`src/rtl/rst_seq_pkg.sv`:
```
package rst_seq_pkg;
  localparam int LEN_W = 4;
  localparam int CNT_W = (1 << LEN_W) + 1;
  localparam logic [7:0] SW_KEY = 8'hA5;

  typedef enum logic [2:0] {
    CAUSE_POR = 3'd0,
    CAUSE_BOD = 3'd1,
    CAUSE_WDT = 3'd2,
    CAUSE_SW  = 3'd3,
    CAUSE_USR = 3'd4
  } cause_t;

  typedef enum logic [2:0] {
    ST_IDLE,
    ST_POR,
    ST_BOD,
    ST_WDT,
    ST_SW,
    ST_USR
  } seq_state_t;

  typedef struct packed {
    logic   load;
    cause_t cause;
  } seq_strobe_t;
endpackage

```
`src/rtl/rst_seq_ctrl.sv`:
```
module rst_seq_ctrl
  import rst_seq_pkg::*;
#(
  parameter logic [7:0] KEY = SW_KEY
) (
  input  logic        clk,
  input  logic        porReq,
  input  logic        bodReq,
  input  logic        wdtReq,
  input  logic        swCmd,
  input  logic [7:0]  swKey,
  input  logic        userReq,
  input  logic        cntZero,
  output seq_strobe_t strb,
  output logic        inReset
);
  seq_state_t state, pickState, nextState;
  logic swValid;
  logic admitBod, admitWdt, admitSw, admitUsr;
  logic take;

  assign swValid  = swCmd && (swKey == KEY);
  assign admitBod = (state != ST_POR);
  assign admitWdt = (state == ST_IDLE) || (state == ST_SW);
  assign admitSw  = (state == ST_IDLE);
  assign admitUsr = (state == ST_IDLE);

  always_comb begin
    take       = 1'b1;
    pickState  = ST_IDLE;
    strb.cause = CAUSE_POR;
    if (porReq) begin
      pickState  = ST_POR;
      strb.cause = CAUSE_POR;
    end else if (bodReq && admitBod) begin
      pickState  = ST_BOD;
      strb.cause = CAUSE_BOD;
    end else if (wdtReq && admitWdt) begin
      pickState  = ST_WDT;
      strb.cause = CAUSE_WDT;
    end else if (swValid && admitSw) begin
      pickState  = ST_SW;
      strb.cause = CAUSE_SW;
    end else if (userReq && admitUsr) begin
      pickState  = ST_USR;
      strb.cause = CAUSE_USR;
    end else begin
      take = 1'b0;
    end
    strb.load = take;
  end

  always_comb begin
    if (take) nextState = pickState;
    else if ((state != ST_IDLE) && cntZero) nextState = ST_IDLE;
    else nextState = state;
  end

  always_ff @(posedge clk) state <= nextState;

  assign inReset = (state != ST_IDLE);


  por_wins_chk: assert property (@(posedge clk) porReq |=> state == ST_POR);

  usr_holds_chk: assert property (@(posedge clk) disable iff (porReq)
    (state == ST_USR && !bodReq) |=> (state == ST_USR || state == ST_IDLE));

  wdt_over_sw_chk: assert property (@(posedge clk) disable iff (porReq)
    (state == ST_SW && wdtReq && !bodReq) |=> state == ST_WDT);

  wdt_blocks_low_chk: assert property (@(posedge clk) disable iff (porReq)
    (state == ST_WDT) |=> (state != ST_SW && state != ST_USR));

  bod_masked_in_por_chk: assert property (@(posedge clk) disable iff (porReq)
    (state == ST_POR) |=> (state == ST_POR || state == ST_IDLE));
endmodule

```
`src/rtl/rst_seq_dp.sv`:
```
module rst_seq_dp
  import rst_seq_pkg::*;
#(
  parameter int LW = LEN_W,
  localparam int CW = (1 << LW) + 1
) (
  input  logic          clk,
  input  logic          porReq,
  input  seq_strobe_t   strb,
  input  logic [LW-1:0] lenSel,
  output logic          cntZero,
  output logic [2:0]    lastCause
);
  logic [CW-1:0] cnt;
  logic [CW-1:0] loadVal;

  // terminal count 2^(len+1)-1 as a run of ones
  always_comb begin
    for (int i = 0; i < CW; i++) loadVal[i] = (i <= int'(lenSel));
  end

  always_ff @(posedge clk) begin
    if (strb.load) cnt <= loadVal;
    else if (cnt != '0) cnt <= cnt - 1'b1;
  end

  always_ff @(posedge clk) begin
    if (strb.load) lastCause <= strb.cause;
  end

  assign cntZero = (cnt == '0);


  cnt_step_chk: assert property (@(posedge clk) disable iff (porReq)
    (!strb.load && cnt != '0) |=> cnt == $past(cnt) - 1'b1);

  cause_stable_chk: assert property (@(posedge clk) disable iff (porReq)
    !strb.load |=> $stable(lastCause));

  cause_range_chk: assert property (@(posedge clk) disable iff (porReq)
    strb.load |=> lastCause <= 3'd4);
endmodule

```
`src/rtl/rst_sequencer.sv`:
```
module rst_sequencer
  import rst_seq_pkg::*;
(
  input  logic       clk,
  input  logic       porReq,
  input  logic       bodReq,
  input  logic       wdtReq,
  input  logic       swCmd,
  input  logic [7:0] swKey,
  input  logic       userReq,
  input  logic [3:0] lenSel,
  output logic       procRst,
  output logic       periphRst,
  output logic [2:0] lastCause
);
  seq_strobe_t strb;
  logic cntZero;
  logic inReset;

  rst_seq_ctrl #(.KEY(SW_KEY)) u_ctrl (
    .clk(clk), .porReq(porReq), .bodReq(bodReq), .wdtReq(wdtReq),
    .swCmd(swCmd), .swKey(swKey), .userReq(userReq),
    .cntZero(cntZero), .strb(strb), .inReset(inReset)
  );

  rst_seq_dp #(.LW(LEN_W)) u_dp (
    .clk(clk), .porReq(porReq), .strb(strb), .lenSel(lenSel),
    .cntZero(cntZero), .lastCause(lastCause)
  );

  assign procRst   = inReset;
  assign periphRst = inReset;
endmodule

```
`config.mk`:
```
export PLATFORM = sky130hd
export DESIGN_NAME = rst_sequencer
export DESIGN_NICKNAME = d
export VERILOG_FILES = /design/src/rtl/rst_seq_pkg.sv /design/src/rtl/rst_seq_ctrl.sv /design/src/rtl/rst_seq_dp.sv /design/src/rtl/rst_sequencer.sv
export SDC_FILE = /design/constraint.sdc
export NUM_CORES = 1
export LEC_CHECK = 0
export BUFFER_PORTS_ARGS = -buffer_cell sky130_fd_sc_hd__buf_2
export CORE_MARGIN = 3
export CORE_UTILIZATION = 55
export DETAILED_ROUTE_END_ITERATION = 6
export PLACE_DENSITY = 0.86
export SYNTH_ARGS = -nofsm -noshare
export SYNTH_HDL_FRONTEND = slang
export SYNTH_HIERARCHICAL = 1
export SYNTH_SLANG_ARGS = --single-unit
export TNS_END_PERCENT = 10
```
`constraint.sdc`:
```
create_clock -name clk -period 3.61 [get_ports clk]
set_input_delay 0.722 -clock clk [delete_from_list [all_inputs] [get_ports clk]]
set_output_delay 0.722 -clock clk [all_outputs]
set_load 0.02 [all_outputs]
```
==> impl_metrics.tcl <==
set metrics [dict create \
    dieWidth_um 58.1 \
    synth_most_common_cell "edfxtp_1" \
    synth_warnings 6 \
    cts.sinks 23 \
    fin_nets 185 \
    worst_pin_slew_ns 0.839 \
    cts_root_buffer "clkbuf_4" \
    timing.fmax_mhz 363 \
    vias 1271 \
    p_int_mw 0.464 \
    overflow 0 \
    antenna_found_initial 0 \
    clock_skew_ns 0.00710 \
    postCtsSetupRepairBufs 0 \
    slew_headroom_pct 43.6 \
    critPathLaunchType "input port" \
    grt_max_degree 16 \
    swShare_pct 34.3 \
    power_density_nw_per_um2 428 \
    crit_chain "buf_2 -> or4b_4 -> or4_4 -> nand3_1 -> buf_4 -> nor3_2 -> inv_1" \
    synth-edff-count 21 \
    cts_buffers 3 \
    grt_pass1_wl_mm 5.48 \
    pwr-share-comb_pct 27.8 \
    ys_types 55 \
    clockPowerShare_pct 16.5 \
    min_path_type "register to register" \
    critPathMaxFanout 15 \
    drc 0 \
    worstSetupEndpointType "register" \
    critPathMaxStageDelay_ns 0.52 \
    dr.first_iter.drc_count 101 \
    syn_nets 162 \
    dominantRegCellSynth "edfxtp_1" \
    synthesis.area_um2 1490 \
    slowest_stage "or4b_4" \
    globalplace.congestion 0.897 \
    syn_inst 143 \
    slew_violations 0 \
    arrival_ns 2.71 \
    avgSynthCellArea_um2 10.4 \
    synth-seq-cells 23 \
    rsz0062_at_grt "no" \
    cts.clk_slew.worst_paths_ns 0.13 \
    reg2reg_slack_ns 0.93 \
    finalCritPeriodShare_pct 76.4 \
    ir_drop_mv 0.300 \
    grt_pass1_vias 1224 \
    p_leak_nw 0.579 \
    maxCapViolCount 0 \
    antennaDiodeCount 0 \
    io_buffers 22 \
    fp-row-count 18 \
    cp.required_ns 3.56 \
    area.growth.synth_to_final_pct 10.7 \
    ys_seq_area_share_pct 45.0 \
    detail_route.wl_per_cell_um 16.6 \
    layout-drive-gt1-share_pct 26.1 \
    finalPower_mw 0.706 \
    min_period_ns 2.76 \
    num_io_pins 23 \
    crit_type "input port to register" \
    initial_core_util_pct 59.1 \
    nFillCells 207 \
    die_y_um 58.1 \
    synth_top_cell_by_area "edfxtp_1" \
    core_um2 2520 \
    htreeDepth 1 \
    hold_viol 0 \
    final_antenna_net_count 0 \
    drtPass1Iterations 4 \
    dp_hpwl_mm 2.44 \
    drt-vias-per-instance 6.52 \
    dieArea_um2 3370 \
    synth_area_leaders "edfxtp_1 (42%), xor2_1 (4.7%), nand2_1 (2.8%)" \
    async_reset_ff_share_pct 0 \
    cts_max_path_buffers 2 \
    synth_common_cells "edfxtp_1 (21), nand2_1 (11), nor2_1 (10)" \
    cts_tree "done" \
    track_usage_pct 20.5 \
    wirelength_mm 3.23 \
    setup_violations 0 \
    cts-resized-gates 0 \
    synth_top_area_share_pct 42.3 \
    finalSetupTns_ns 0 \
    p_seq_share_pct 55.7 \
    status "completed" \
    clk_latency_ns 0.30 \
    p_switching_mw 0.242 \
    cts_hold_buf 0 \
]
==> power groups by stage <==
| stage | Clock (mW) | Combinational (mW) | Sequential, mW |
|---|---|---|---|
| after floorplan | 0 | 0.137 | 0.397 |
| after global placement | 0 | 0.186 | 0.396 |
| after detailed placement | 0 | 0.194 | 0.399 |
| after CTS | 0.124 | 0.194 | 0.393 |
| after global routing | 0.134 | 0.216 | 0.400 |
| final | 0.117 | 0.196 | 0.393 |
==> per-stage QoR <==
stage | instance area, um^2 | utilization, % | hold slack, ns | worst slack (ns) | instances
after CTS | 1650 | 65.5 | 0.457 | 0.845 | 195
after detailed placement | 1620 | 64.4 | 0.437 | 0.511 | 191
after floorplan | 1490 | - | 0.428 | 0.878 | 143
after global routing | 1650 | 65.5 | 0.491 | 0.761 | 195
final | 1650 | 65.5 | 0.455 | 0.853 | 195
after global placement | 1620 | 64.4 | 0.437 | 0.553 | 191
==> critical path, delay by kind of cell <==
family | cells | cell delay [ns]
buffers and inverters | 3 | 0.74
and+or+nand+nor | 4 | 1.25
==> sequential cells by signal, indices dropped and copies added (netlist names) <==
signal and count:
u_dp/cnt 17, u_ctrl/state 3, u_dp/lastCause 3
==> path summary, 6_finish.rpt <==
| kind | start | endpoint | cells past startpoint |
|---|---|---|---|
| worst max-delay path | swKey[1] | u_dp/cnt[3] | 7 |
| worst min-delay path | u_dp/cnt[16] | u_dp/cnt[16] | 1 |
| worst max register to register | u_ctrl/state[0] | u_dp/cnt[3] | 6 |
| worst min register to register | u_dp/cnt[16] | u_dp/cnt[16] | 1 |
==> layer usage <==
layer / GRT usage, % / routed length (um) / up-vias
met4: 7.62 / 33 / 0
met5: 0 / 0 / -
li1: - / - / 605
met1: 27.0 / 1350 / 599
met2: 34.7 / 1600 / 63
met3: 2.23 / 243 / 4
==> final cells by class <==
cell class	instances	area, um^2	share of cell area (%)
well taps	30	37.5	2.27
clock inverters	1	5.00	0.303
repair buffers	24	125	7.58
flip-flops and latches	23	671	40.6
inverters	7	26.3	1.59
multi-input cells	107	764	46.3
clock buffers	3	22.5	1.36
==> layout by cell type, fill, tap and decap left out, types with 2 or more instances in the layout <==
| cell | Yosys | layout |
|---|---|---|
| a21oi_1 | 5 | 5 |
| edfxtp_1 | 21 | 21 |
| a211oi_1 | 2 | 2 |
| xor2_1 | 8 | 8 |
| nor3b_2 | 2 | 2 |
| dfxtp_1 | 2 | 2 |
| a31oi_1 | 2 | 2 |
| clkbuf_4 | 0 | 3 |
| inv_1 | 6 | 6 |
| buf_4 | 2 | 2 |
| o22ai_1 | 3 | 3 |
| buf_2 | 0 | 22 |
| nor2_1 | 10 | 10 |
| o21ai_1 | 3 | 3 |
| nor4_1 | 3 | 3 |
| o21ai_0 | 3 | 3 |
| nand4b_1 | 2 | 2 |
| o31ai_1 | 4 | 4 |
| nand2b_1 | 2 | 2 |
| nor3_1 | 6 | 6 |
| nand3_1 | 4 | 4 |
| nand4_1 | 4 | 4 |
| xnor2_1 | 2 | 2 |
| nand2_1 | 11 | 11 |
==> cells by family (layout without fill, tap and decap cells) <==
kind of cell,count (synthesis),in the layout,share of synthesized area [%]
buffers and inverters,13,35,3.77
AO/OA/AOI/OAI,36,36,17.9
XOR/XNOR,10,10,5.87
flip-flops,23,23,45.0
AND/OR/NAND/NOR,59,59,26.0
multiplexers,1,1,0.671
adder cells (fa/ha/maj),1,1,0.839
(Power assumes the default switching activity.)
